===== config.mk =====
export PLATFORM = sky130hd
export DESIGN_NAME = rx_addr_filter
export DESIGN_NICKNAME = d
export VERILOG_FILES = /design/src/rtl/rxf_pkg.sv /design/src/rtl/rxf_da_collect.sv /design/src/rtl/rxf_match_array.sv /design/src/rtl/rxf_decide.sv /design/src/rtl/rx_addr_filter.sv
export SDC_FILE = /design/constraint.sdc
export NUM_CORES = 2
export LEC_CHECK = 0
export BUFFER_PORTS_ARGS = -buffer_cell sky130_fd_sc_hd__buf_2
export CAP_MARGIN = 20
export CELL_PAD_IN_SITES_DETAIL_PLACEMENT = 1
export CELL_PAD_IN_SITES_GLOBAL_PLACEMENT = 2
export CORE_ASPECT_RATIO = 1.5
export CORE_MARGIN = 4
export CORE_UTILIZATION = 42
export DETAILED_ROUTE_END_ITERATION = 8
export GPL_ROUTABILITY_DRIVEN = 1
export GPL_TIMING_DRIVEN = 0
export PLACE_DENSITY_LB_ADDON = 0.1
export SETUP_SLACK_MARGIN = 0.02
export SLEW_MARGIN = 25
export SYNTH_ARGS = -nofsm -noshare
export SYNTH_HDL_FRONTEND = slang
export SYNTH_HIERARCHICAL = 1
export SYNTH_SLANG_ARGS = --single-unit

===== constraint.sdc =====
create_clock -name clk -period 4.4 [get_ports clk]
set_input_delay 0.44 -clock clk [delete_from_list [all_inputs] [get_ports clk]]
set_output_delay 0.44 -clock clk [all_outputs]
set_load 0.01 [all_outputs]

===== src/rtl/rxf_pkg.sv =====
package rxf_pkg;
    localparam int MAC_BYTES = 6;
    localparam int MAC_W     = 8 * MAC_BYTES;
    localparam int GROUP_BIT = MAC_W - 8;   // bit 0 of the first byte on the wire

    typedef logic [MAC_W-1:0] mac_t;

    typedef struct packed {
        logic en;
        mac_t addr;
    } station_t;
endpackage


===== src/rtl/rxf_da_collect.sv =====
module rxf_da_collect
    import rxf_pkg::*;
#(
    parameter int BYTES = MAC_BYTES,
    localparam int CNT_W = $clog2(BYTES + 1)
) (
    input  logic                 clk,
    input  logic                 rst_n,
    input  logic                 in_valid,
    input  logic                 in_sof,
    input  logic [7:0]           in_data,
    output logic [8*BYTES-1:0]   da_o,
    output logic                 done_o
);
    typedef struct packed {
        logic [CNT_W-1:0]   cnt;
        logic               busy;
        logic [8*BYTES-1:0] da;
        logic               done;
    } col_t;

    col_t st_d, st_q;

    always_comb begin
        st_d      = st_q;
        st_d.done = 1'b0;
        if (in_valid) begin
            if (in_sof) begin
                st_d.da   = {st_q.da[8*BYTES-9:0], in_data};
                st_d.cnt  = CNT_W'(1);
                st_d.busy = (BYTES > 1);
                st_d.done = (BYTES == 1);
            end else if (st_q.busy) begin
                st_d.da  = {st_q.da[8*BYTES-9:0], in_data};
                st_d.cnt = st_q.cnt + CNT_W'(1);
                if (st_q.cnt == CNT_W'(BYTES - 1)) begin
                    st_d.busy = 1'b0;
                    st_d.done = 1'b1;
                end
            end
        end
    end

    always_ff @(posedge clk) begin
        if (!rst_n) st_q <= '0;
        else        st_q <= st_d;
    end

    assign da_o   = st_q.da;
    assign done_o = st_q.done;


    cnt_bound_chk: assert property (@(posedge clk) disable iff (!rst_n)
        st_q.busy |-> (st_q.cnt < CNT_W'(BYTES)));


    done_after_byte_chk: assert property (@(posedge clk) disable iff (!rst_n)
        $rose(st_q.done) |-> $past(in_valid));


    done_single_chk: assert property (@(posedge clk) disable iff (!rst_n)
        st_q.done |=> !st_q.done);
endmodule


===== src/rtl/rxf_match_array.sv =====
module rxf_match_array
    import rxf_pkg::*;
#(
    parameter int N_ENTRIES = 16,
    localparam int IDX_W = (N_ENTRIES > 1) ? $clog2(N_ENTRIES) : 1
) (
    input  logic             clk,
    input  logic             rst_n,
    input  logic             wr_en,
    input  logic [IDX_W-1:0] wr_idx,
    input  logic             wr_valid,
    input  mac_t             wr_addr,
    input  mac_t             da_i,
    output logic             hit_o
);
    station_t [N_ENTRIES-1:0] tbl_d, tbl_q;
    logic     [N_ENTRIES-1:0] hit_vec;

    always_comb begin
        tbl_d = tbl_q;
        if (wr_en && (int'(wr_idx) < N_ENTRIES)) begin
            tbl_d[wr_idx].en   = wr_valid;
            tbl_d[wr_idx].addr = wr_addr;
        end
    end

    always_ff @(posedge clk) begin
        if (!rst_n) tbl_q <= '0;
        else        tbl_q <= tbl_d;
    end

    for (genvar i = 0; i < N_ENTRIES; i++) begin : g_cmp
        assign hit_vec[i] = tbl_q[i].en && (tbl_q[i].addr == da_i);
    end

    assign hit_o = |hit_vec;
endmodule


===== src/rtl/rxf_decide.sv =====
module rxf_decide
    import rxf_pkg::*;
(
    input  logic clk,
    input  logic rst_n,
    input  logic done_i,
    input  mac_t da_i,
    input  logic hit_i,
    input  logic any_ucast_i,
    input  logic any_group_i,
    input  logic bcast_i,
    output logic vld_o,
    output logic acc_o,
    output logic exact_o
);
    typedef struct packed {
        logic vld;
        logic acc;
        logic exact;
    } dec_t;

    dec_t dec_d, dec_q;
    logic is_group, is_bcast, by_mode;

    always_comb begin
        is_group = da_i[GROUP_BIT];
        is_bcast = &da_i;
        by_mode  = is_group ? (any_group_i || (is_bcast && bcast_i)) : any_ucast_i;

        dec_d = '0;
        if (done_i) begin
            dec_d.vld   = 1'b1;
            dec_d.exact = hit_i;
            dec_d.acc   = hit_i || by_mode;
        end
    end

    always_ff @(posedge clk) begin
        if (!rst_n) dec_q <= '0;
        else        dec_q <= dec_d;
    end

    assign vld_o   = dec_q.vld;
    assign acc_o   = dec_q.acc;
    assign exact_o = dec_q.exact;


    exact_implies_accept_chk: assert property (@(posedge clk) disable iff (!rst_n)
        dec_q.exact |-> dec_q.acc);


    vld_follows_done_chk: assert property (@(posedge clk) disable iff (!rst_n)
        dec_q.vld |-> $past(done_i));


    quiet_between_chk: assert property (@(posedge clk) disable iff (!rst_n)
        !dec_q.vld |-> (!dec_q.acc && !dec_q.exact));
endmodule


===== src/rtl/rx_addr_filter.sv =====
module rx_addr_filter
    import rxf_pkg::*;
#(
    parameter int N_ENTRIES = 16,
    localparam int IDX_W = (N_ENTRIES > 1) ? $clog2(N_ENTRIES) : 1
) (
    input  logic             clk,
    input  logic             rst_n,
    input  logic             in_valid,
    input  logic             in_sof,
    input  logic [7:0]       in_data,
    input  logic             mode_any_ucast,
    input  logic             mode_any_group,
    input  logic             mode_bcast,
    input  logic             tbl_we,
    input  logic [IDX_W-1:0] tbl_idx,
    input  logic             tbl_en,
    input  logic [MAC_W-1:0] tbl_addr,
    output logic             dec_valid,
    output logic             dec_accept,
    output logic             dec_exact
);
    mac_t da;
    logic da_done;
    logic hit;

    rxf_da_collect #(.BYTES(MAC_BYTES)) u_collect (
        .clk      (clk),
        .rst_n    (rst_n),
        .in_valid (in_valid),
        .in_sof   (in_sof),
        .in_data  (in_data),
        .da_o     (da),
        .done_o   (da_done)
    );

    rxf_match_array #(.N_ENTRIES(N_ENTRIES)) u_match (
        .clk      (clk),
        .rst_n    (rst_n),
        .wr_en    (tbl_we),
        .wr_idx   (tbl_idx),
        .wr_valid (tbl_en),
        .wr_addr  (tbl_addr),
        .da_i     (da),
        .hit_o    (hit)
    );

    rxf_decide u_decide (
        .clk         (clk),
        .rst_n       (rst_n),
        .done_i      (da_done),
        .da_i        (da),
        .hit_i       (hit),
        .any_ucast_i (mode_any_ucast),
        .any_group_i (mode_any_group),
        .bcast_i     (mode_bcast),
        .vld_o       (dec_valid),
        .acc_o       (dec_accept),
        .exact_o     (dec_exact)
    );


    pulse_single_chk: assert property (@(posedge clk) disable iff (!rst_n)
        dec_valid |=> !dec_valid);
endmodule


**Word level (Yosys, flattened, before mapping)**

Index checks and enable logic that the tools add are counted.

- Flip-flop bits (word level): 840
- Input port bits: 69
- Logic and storage cells: 100

- $add $sub $neg: 1
- $lt $le $gt $ge: 2
- Eq/ne operators: 17
- Multiplexer cells: 12
- Bitwise operators: 3
- Reductions and logical operators: 26

Operator list:

| cell | number |
|---|---|
| 784-bit bitwise mux | 2 |
| 48-bit == test | 16 |
| 49-bit demux with 4-bit select | 2 |
| 53-bit two-way mux | 2 |
| 49-bit two-way mux | 1 |
| 48-bit two-way mux | 1 |
| 48-bit AND reduction | 1 |
| 1-bit logical AND | 18 |
| 16-bit OR reduction | 1 |
| 4-bit by 5-bit less-than comparator with 1-bit output, second input constant | 1 |
| 4-bit by 1-bit >= comparator with 1-bit output, second input constant | 1 |
| 2-bit AND reduction | 2 |
| 4-bit OR reduction | 1 |
| 3-bit by 1-bit adder with 3-bit output, second input constant | 1 |
| 3-bit == test, second input constant | 1 |
| 1-bit two-way mux | 3 |
| 3-bit two-way mux | 1 |
| 1-bit inverter | 3 |
| 1-bit logical OR | 2 |
| 2-bit nonzero test | 1 |

**Logic depth before layout (Yosys ltp)**

- Depth in word-level cells: 6
- Mapped depth: 12
- Gate-level depth less buffers: 9

**Hierarchy**

Netlist, hierarchy kept.

Modules (own cells, without submodules):

| module | instances | cells an instance | area each (µm²) |
|---|---|---|---|
| rxf_match_array | 1 | 4709 | 38106.5 |
| rxf_da_collect | 1 | 282 | 2356.0 |
| rxf_decide | 1 | 26 | 201.4 |

**Worst setup path before layout**

No wires, ideal clock.

- Kind: register -> register
- Start point: reg u_collect.st_q (netlist bit u_collect/da_o[29])
- End point: reg u_decide.dec_q (netlist bit u_decide/acc_o)
- Library setup time: 0.074 ns
- Arrival: 2.014 ns
- Slack: 2.312 ns
- Stages on the path, launching flop included: 13
- Buffers on the path: 3
- Cell sequence: dfxtp_1 > buf_4 > buf_2 > buf_2 > xnor2_1 > o211ai_1 > nor4_1 > nand4_1 > nor4_1 > nor4_1 > nand4_1 > o31ai_1 > a31oi_1

RTL lines:

| item | RTL line | RTL |
|---|---|---|
| start, declared | rxf_da_collect.sv:22 | `col_t st_d, st_q;` |
| start signal, assigned | rxf_da_collect.sv:46 | `else st_q <= st_d;` |
| 48-bit == test | rxf_match_array.sv:33 | `assign hit_vec[i] = tbl_q[i].en && (tbl_q[i].addr == da_i);` |
| 1-bit logical AND | rxf_match_array.sv:33 |  |
| 16-bit OR reduction * | rxf_match_array.sv:36 | `assign hit_o = \|hit_vec;` |
| net hit | rx_addr_filter.sv:25 | `logic hit;` |
| 1-bit logical OR * | rxf_decide.sv:34 | `dec_d.acc = hit_i \|\| by_mode;` |
| end signal, assigned | rxf_decide.sv:39 | `if (!rst_n) dec_q <= '0;` |
| end signal, assigned | rxf_decide.sv:40 | `else dec_q <= dec_d;` |
| end, declared | rxf_decide.sv:22 | `dec_t dec_d, dec_q;` |

Mark *: on every way through the listed nets, which the timed path passes. The rest lies on a longest branch.
A chain may end at the register's enable or synchronous reset.

**Worst setup path after layout**

- Start point: reg u_collect.st_q (netlist bit u_collect/da_o[41])
- End point: reg u_decide.dec_q (netlist bit u_decide/acc_o)

The elaborated chain is that of the path after synthesis.

==> flow_metrics.py <==
metrics = {
    "setup_path": {
        "worst_setup_path_end_kind": "register",
        "crit_path_max_fanout": 10,
        "r2r-end": "u_decide/acc_o$_SDFF_PN0_",
        "r2r-start": "u_collect/da_o[41]$_SDFFE_PN0P_",
        "critPathArrivalTime_ps": 5170,
        "crit_type": "register to register",
        "r2r_slack_ps": -220,
        "cp.required_ps": 4960,
        "r2r_cells": 12,
        "worstSetupStartpointType": "register",
    },
    "placed_design": {
        "place_congestion": 0.968,
        "dp_cells": 6328,
        "io_buffers": 22,
        "placed_area_um2": 42900,
        "hpwl_um": 147000,
    },
    "clock_network": {
        "numCtsBuffers": 88,
        "cts_buffer_depth": 3,
        "cts.sinks": 840,
        "cts-root-buf": "clkbuf_16",
        "htreeDepth": 3,
        "tritoncts": "yes",
        "clkLatencyLatePin_ps": 700,
        "clk_pin_slew_ps": 70,
    },
    "finish": {
        "fin_cells": 6497,
        "drive_gt1_frac": 0.0888,
        "area_delta_synth_final_pct": 13.4,
        "final_nets": 5228,
        "utilization": 0.481,
        "design_area_um2": 46100,
    },
    "sta": {
        "hold_viol": 0,
        "grt_setup_unrepaired": "no",
        "setup_slack_ps": -215,
        "worst_pin_slew_ps": 1230,
        "fin_crit_sh": 1.05,
        "setup_viol": 2,
        "finClkSkew_ps": 23.8,
        "fin_crit_ps": 4620,
        "holdWs_ps": 62.2,
        "fmax_ghz": 0.217,
        "slew_violations": 0,
        "max_slew_margin": 0.179,
    },
    "route": {
        "drc": 0,
        "vias": 37900,
        "firstDrtPassIters": 6,
        "drt_iter0_drc": 3754,
        "finalWirelength_um": 218000,
        "routed_via_density": 5.84,
        "ant_nets": 0,
        "wl_per_cell_um": 33.6,
    },
    "floorplanning": {
        "die_width_um": 262,
        "fp-row-count": 139,
        "coreArea_um2": 96000,
        "start_util": 0.424,
        "ios": 72,
        "dieArea_um2": 102000,
        "die_h_um": 389,
    },
    "yosys": {
        "yosysUniqueCellTypes": 54,
        "synth_adder_area_share": 0.000615,
        "synth_xor_area_frac": 0.156,
        "syn-num-nets": 5088,
        "synth_area_um2": 40700,
        "async_flop_share": 0,
        "synth_compound_area_frac": 0.165,
        "yosys_warnings": 6,
        "muxShareOfSynthArea": 0,
        "syn_area_per_cell_um2": 8.11,
        "seq_area_frac_synth": 0.414,
        "synth-simple-area-share": 0.204,
        "synth_top_family_by_area": "simple AND/OR/NAND/NOR gates",
        "ys_ff_latch": 840,
        "synth_ff_type": "dfxtp_1",
        "synthCells": 5017,
        "synth-edff-count": 0,
    },
    "global_routing": {
        "grt_pass1_wl_um": 295000,
        "grt_start_max_net_pins": 15,
        "overflow": 0,
        "grt_usage": 0.417,
        "grt_pass1_vias": 37900,
        "antenna_found_initial": 2,
    },
    "pwr": {
        "powerDensity_nw_per_um2": 381,
        "ir_worst_vdd_mv": 0.349,
        "leakage_nw": 17.8,
    },
    "min_path": {
        "min_path_type": "primary input to register",
        "holdPathEnd": "u_decide/acc_o$_SDFF_PN0_",
        "hold-path-cell-count": 3,
        "min_from": "mode_any_group",
    },
    "job": {
        "max_cap_viol_count": 0,
    },
    "status": {
        "outcome": "complete, but fails checks",
        "violations": "setup timing",
    },
}
==> cells in the final DEF (no fill, tap or decap), types with 5 or more instances in the layout <==
cell,n
clkbuf_2,58
a21oi_1,5
buf_6,5
nand4_1,104
a21boi_0,758
buf_2,146
nor4_2,6
a22oi_1,9
xnor2_1,307
clkbuf_1,254
nor3_1,16
nand3_1,32
nor4_1,122
clkinv_2,18
buf_4,74
clkbuf_8,19
buf_1,6
dlygate4sd3_1,8
bufinv_16,11
inv_1,38
clkbuf_16,91
o22ai_1,13
a21boi_1,75
nand2_1,1685
o21ai_0,10
nor2_1,18
dfxtp_1,840
xor2_1,416
buf_16,16
==> what timing repair did <==
item / in CTS / in global routing
hold endpoints to repair: 8 / 0
hold buffers: 8 / 0
setup endpoints to repair: 2 / 1
pin swaps: 0 / 0
gates resized for setup: 12 / 2
buffers inserted: 0 / 0
==> cell type report <==
| class | count | area (um2) |
|---|---|---|
| timing repair buffer | 50 | 688 |
| sequential | 840 | 16800 |
| tap | 1269 | 1590 |
| fill | 11700 | 49900 |
| multi-input combinational | 3630 | 21400 |
| buffer | 506 | 2430 |
| antenna | 1 | 2.50 |
| clock inverter | 35 | 469 |
| clock buffer | 125 | 2590 |
| inverter | 41 | 156 |
==> cells in the mapped netlist (2+ instances only) <==
| master | number | area (um2) |
|---|---|---|
| inv_1 | 38 | 143 |
| nand2_1 | 1685 | 6320 |
| dfxtp_1 | 840 | 16800 |
| o2bb2ai_1 | 3 | 26.3 |
| a22oi_1 | 9 | 67.6 |
| a222oi_1 | 3 | 30.0 |
| nand3b_1 | 4 | 30.0 |
| and2_1 | 2 | 12.5 |
| and3_1 | 2 | 12.5 |
| a21oi_1 | 5 | 25.0 |
| buf_4 | 63 | 473 |
| a21boi_0 | 758 | 5690 |
| nand2b_1 | 2 | 12.5 |
| ha_1 | 2 | 25.0 |
| xnor2_1 | 307 | 2690 |
| nor3_2 | 2 | 20.0 |
| o22ai_1 | 13 | 81.3 |
| nor2_1 | 18 | 67.6 |
| clkbuf_1 | 297 | 1110 |
| o221ai_1 | 3 | 26.3 |
| xor2_1 | 416 | 3640 |
| nor2_2 | 2 | 12.5 |
| nor4_1 | 125 | 782 |
| a21boi_1 | 75 | 563 |
| nor2b_1 | 3 | 18.8 |
| nand4_1 | 104 | 651 |
| nor3_1 | 16 | 80.1 |
| buf_1 | 6 | 22.5 |
| a221oi_2 | 2 | 30.0 |
| inv_2 | 2 | 7.51 |
| or4_1 | 4 | 30.0 |
| o21ai_0 | 10 | 50.1 |
| a221oi_1 | 4 | 35.0 |
| nand3_1 | 32 | 160 |
| nor4_2 | 3 | 37.5 |
| buf_6 | 3 | 33.8 |
| buf_2 | 137 | 686 |
==> flip-flops by register name, summed over array words and instances, names as in the netlist <==
signal            cells
u_collect/done_o      1
u_decide/exact_o      1
u_collect/st_q        4
u_collect/da_o       48
u_decide/acc_o        1
u_match/tbl_q       784
u_decide/vld_o        1
==> logic make-up after synthesis <==
logic type               count (synthesis)
buffers and inverters                  547
XOR/XNOR                               723
AND/OR/NAND/NOR                       2010
AO/OA/AOI/OAI                          895
flip-flops                             840
adder cells (fa/ha/maj)                  2
==> how the worst max path moves through the flow <==
stage | endpoint | start | cells past startpoint | slack [ps]
finish | u_decide/acc_o$_SDFF_PN0_ | u_collect/da_o[41]$_SDFFE_PN0P_ | 12 | -220
global route | u_decide/acc_o$_SDFF_PN0_ | u_collect/da_o[36]$_SDFFE_PN0P_ | 12 | 40
CTS | u_decide/acc_o$_SDFF_PN0_ | u_collect/da_o[18]$_SDFFE_PN0P_ | 12 | 40
detailed placement | u_decide/acc_o$_SDFF_PN0_ | u_collect/da_o[5]$_SDFFE_PN0P_ | 12 | -120
global placement | u_decide/acc_o$_SDFF_PN0_ | u_collect/da_o[37]$_SDFFE_PN0P_ | 11 | -310
floorplan | u_decide/acc_o$_SDFF_PN0_ | u_collect/da_o[29]$_SDFFE_PN0P_ | 12 | 2310
==> per-layer routing <==
metal | wire [um] | part of all wire | track usage | vias up
li1 | - | - | - | 16500
met1 | 80100 | 0.37 | 0.483 | 18700
met2 | 94400 | 0.43 | 0.638 | 1894
met3 | 18800 | 0.086 | 0.0942 | 839
met4 | 24800 | 0.11 | 0.372 | 2
met5 | 18 | 0.000083 | 0 | -
==> through the flow <==
stage	setup WS (ps)	power [W]	setup TNS, ps
final	-215	0.0176	-287
after global routing	43.5	0.0180	0
after CTS	36.9	0.0176	0
after detailed placement	-122	0.00949	-141
after global placement	-311	0.00941	-581
after floorplan	2310	0.00868	0
==> power by group <==
| group | leakage, nW | switching (W) | internal [W] | total [W] |
|---|---|---|---|---|
| Combinational | 9.47 | 0.00115 | 0.000463 | 0.00161 |
| Clock | 1.52 | 0.00346 | 0.00475 | 0.00821 |
| Sequential | 6.78 | 0.0000738 | 0.00770 | 0.00778 |
| Total | 17.8 | 0.00468 | 0.0129 | 0.0176 |
==> worst max-delay path: stages (launching register included) <==
cell and delay (ps):
dfxtp_1 330, buf_4 110, buf_2 550, buf_2 810
xnor2_1 180, nand4_1 160, nor3_1 60, nand2_1 90
o22ai_1 130, a211oi_1 910, nand4_1 630, o31ai_1 400
a31oi_1 70
(Power assumes the default switching activity.)
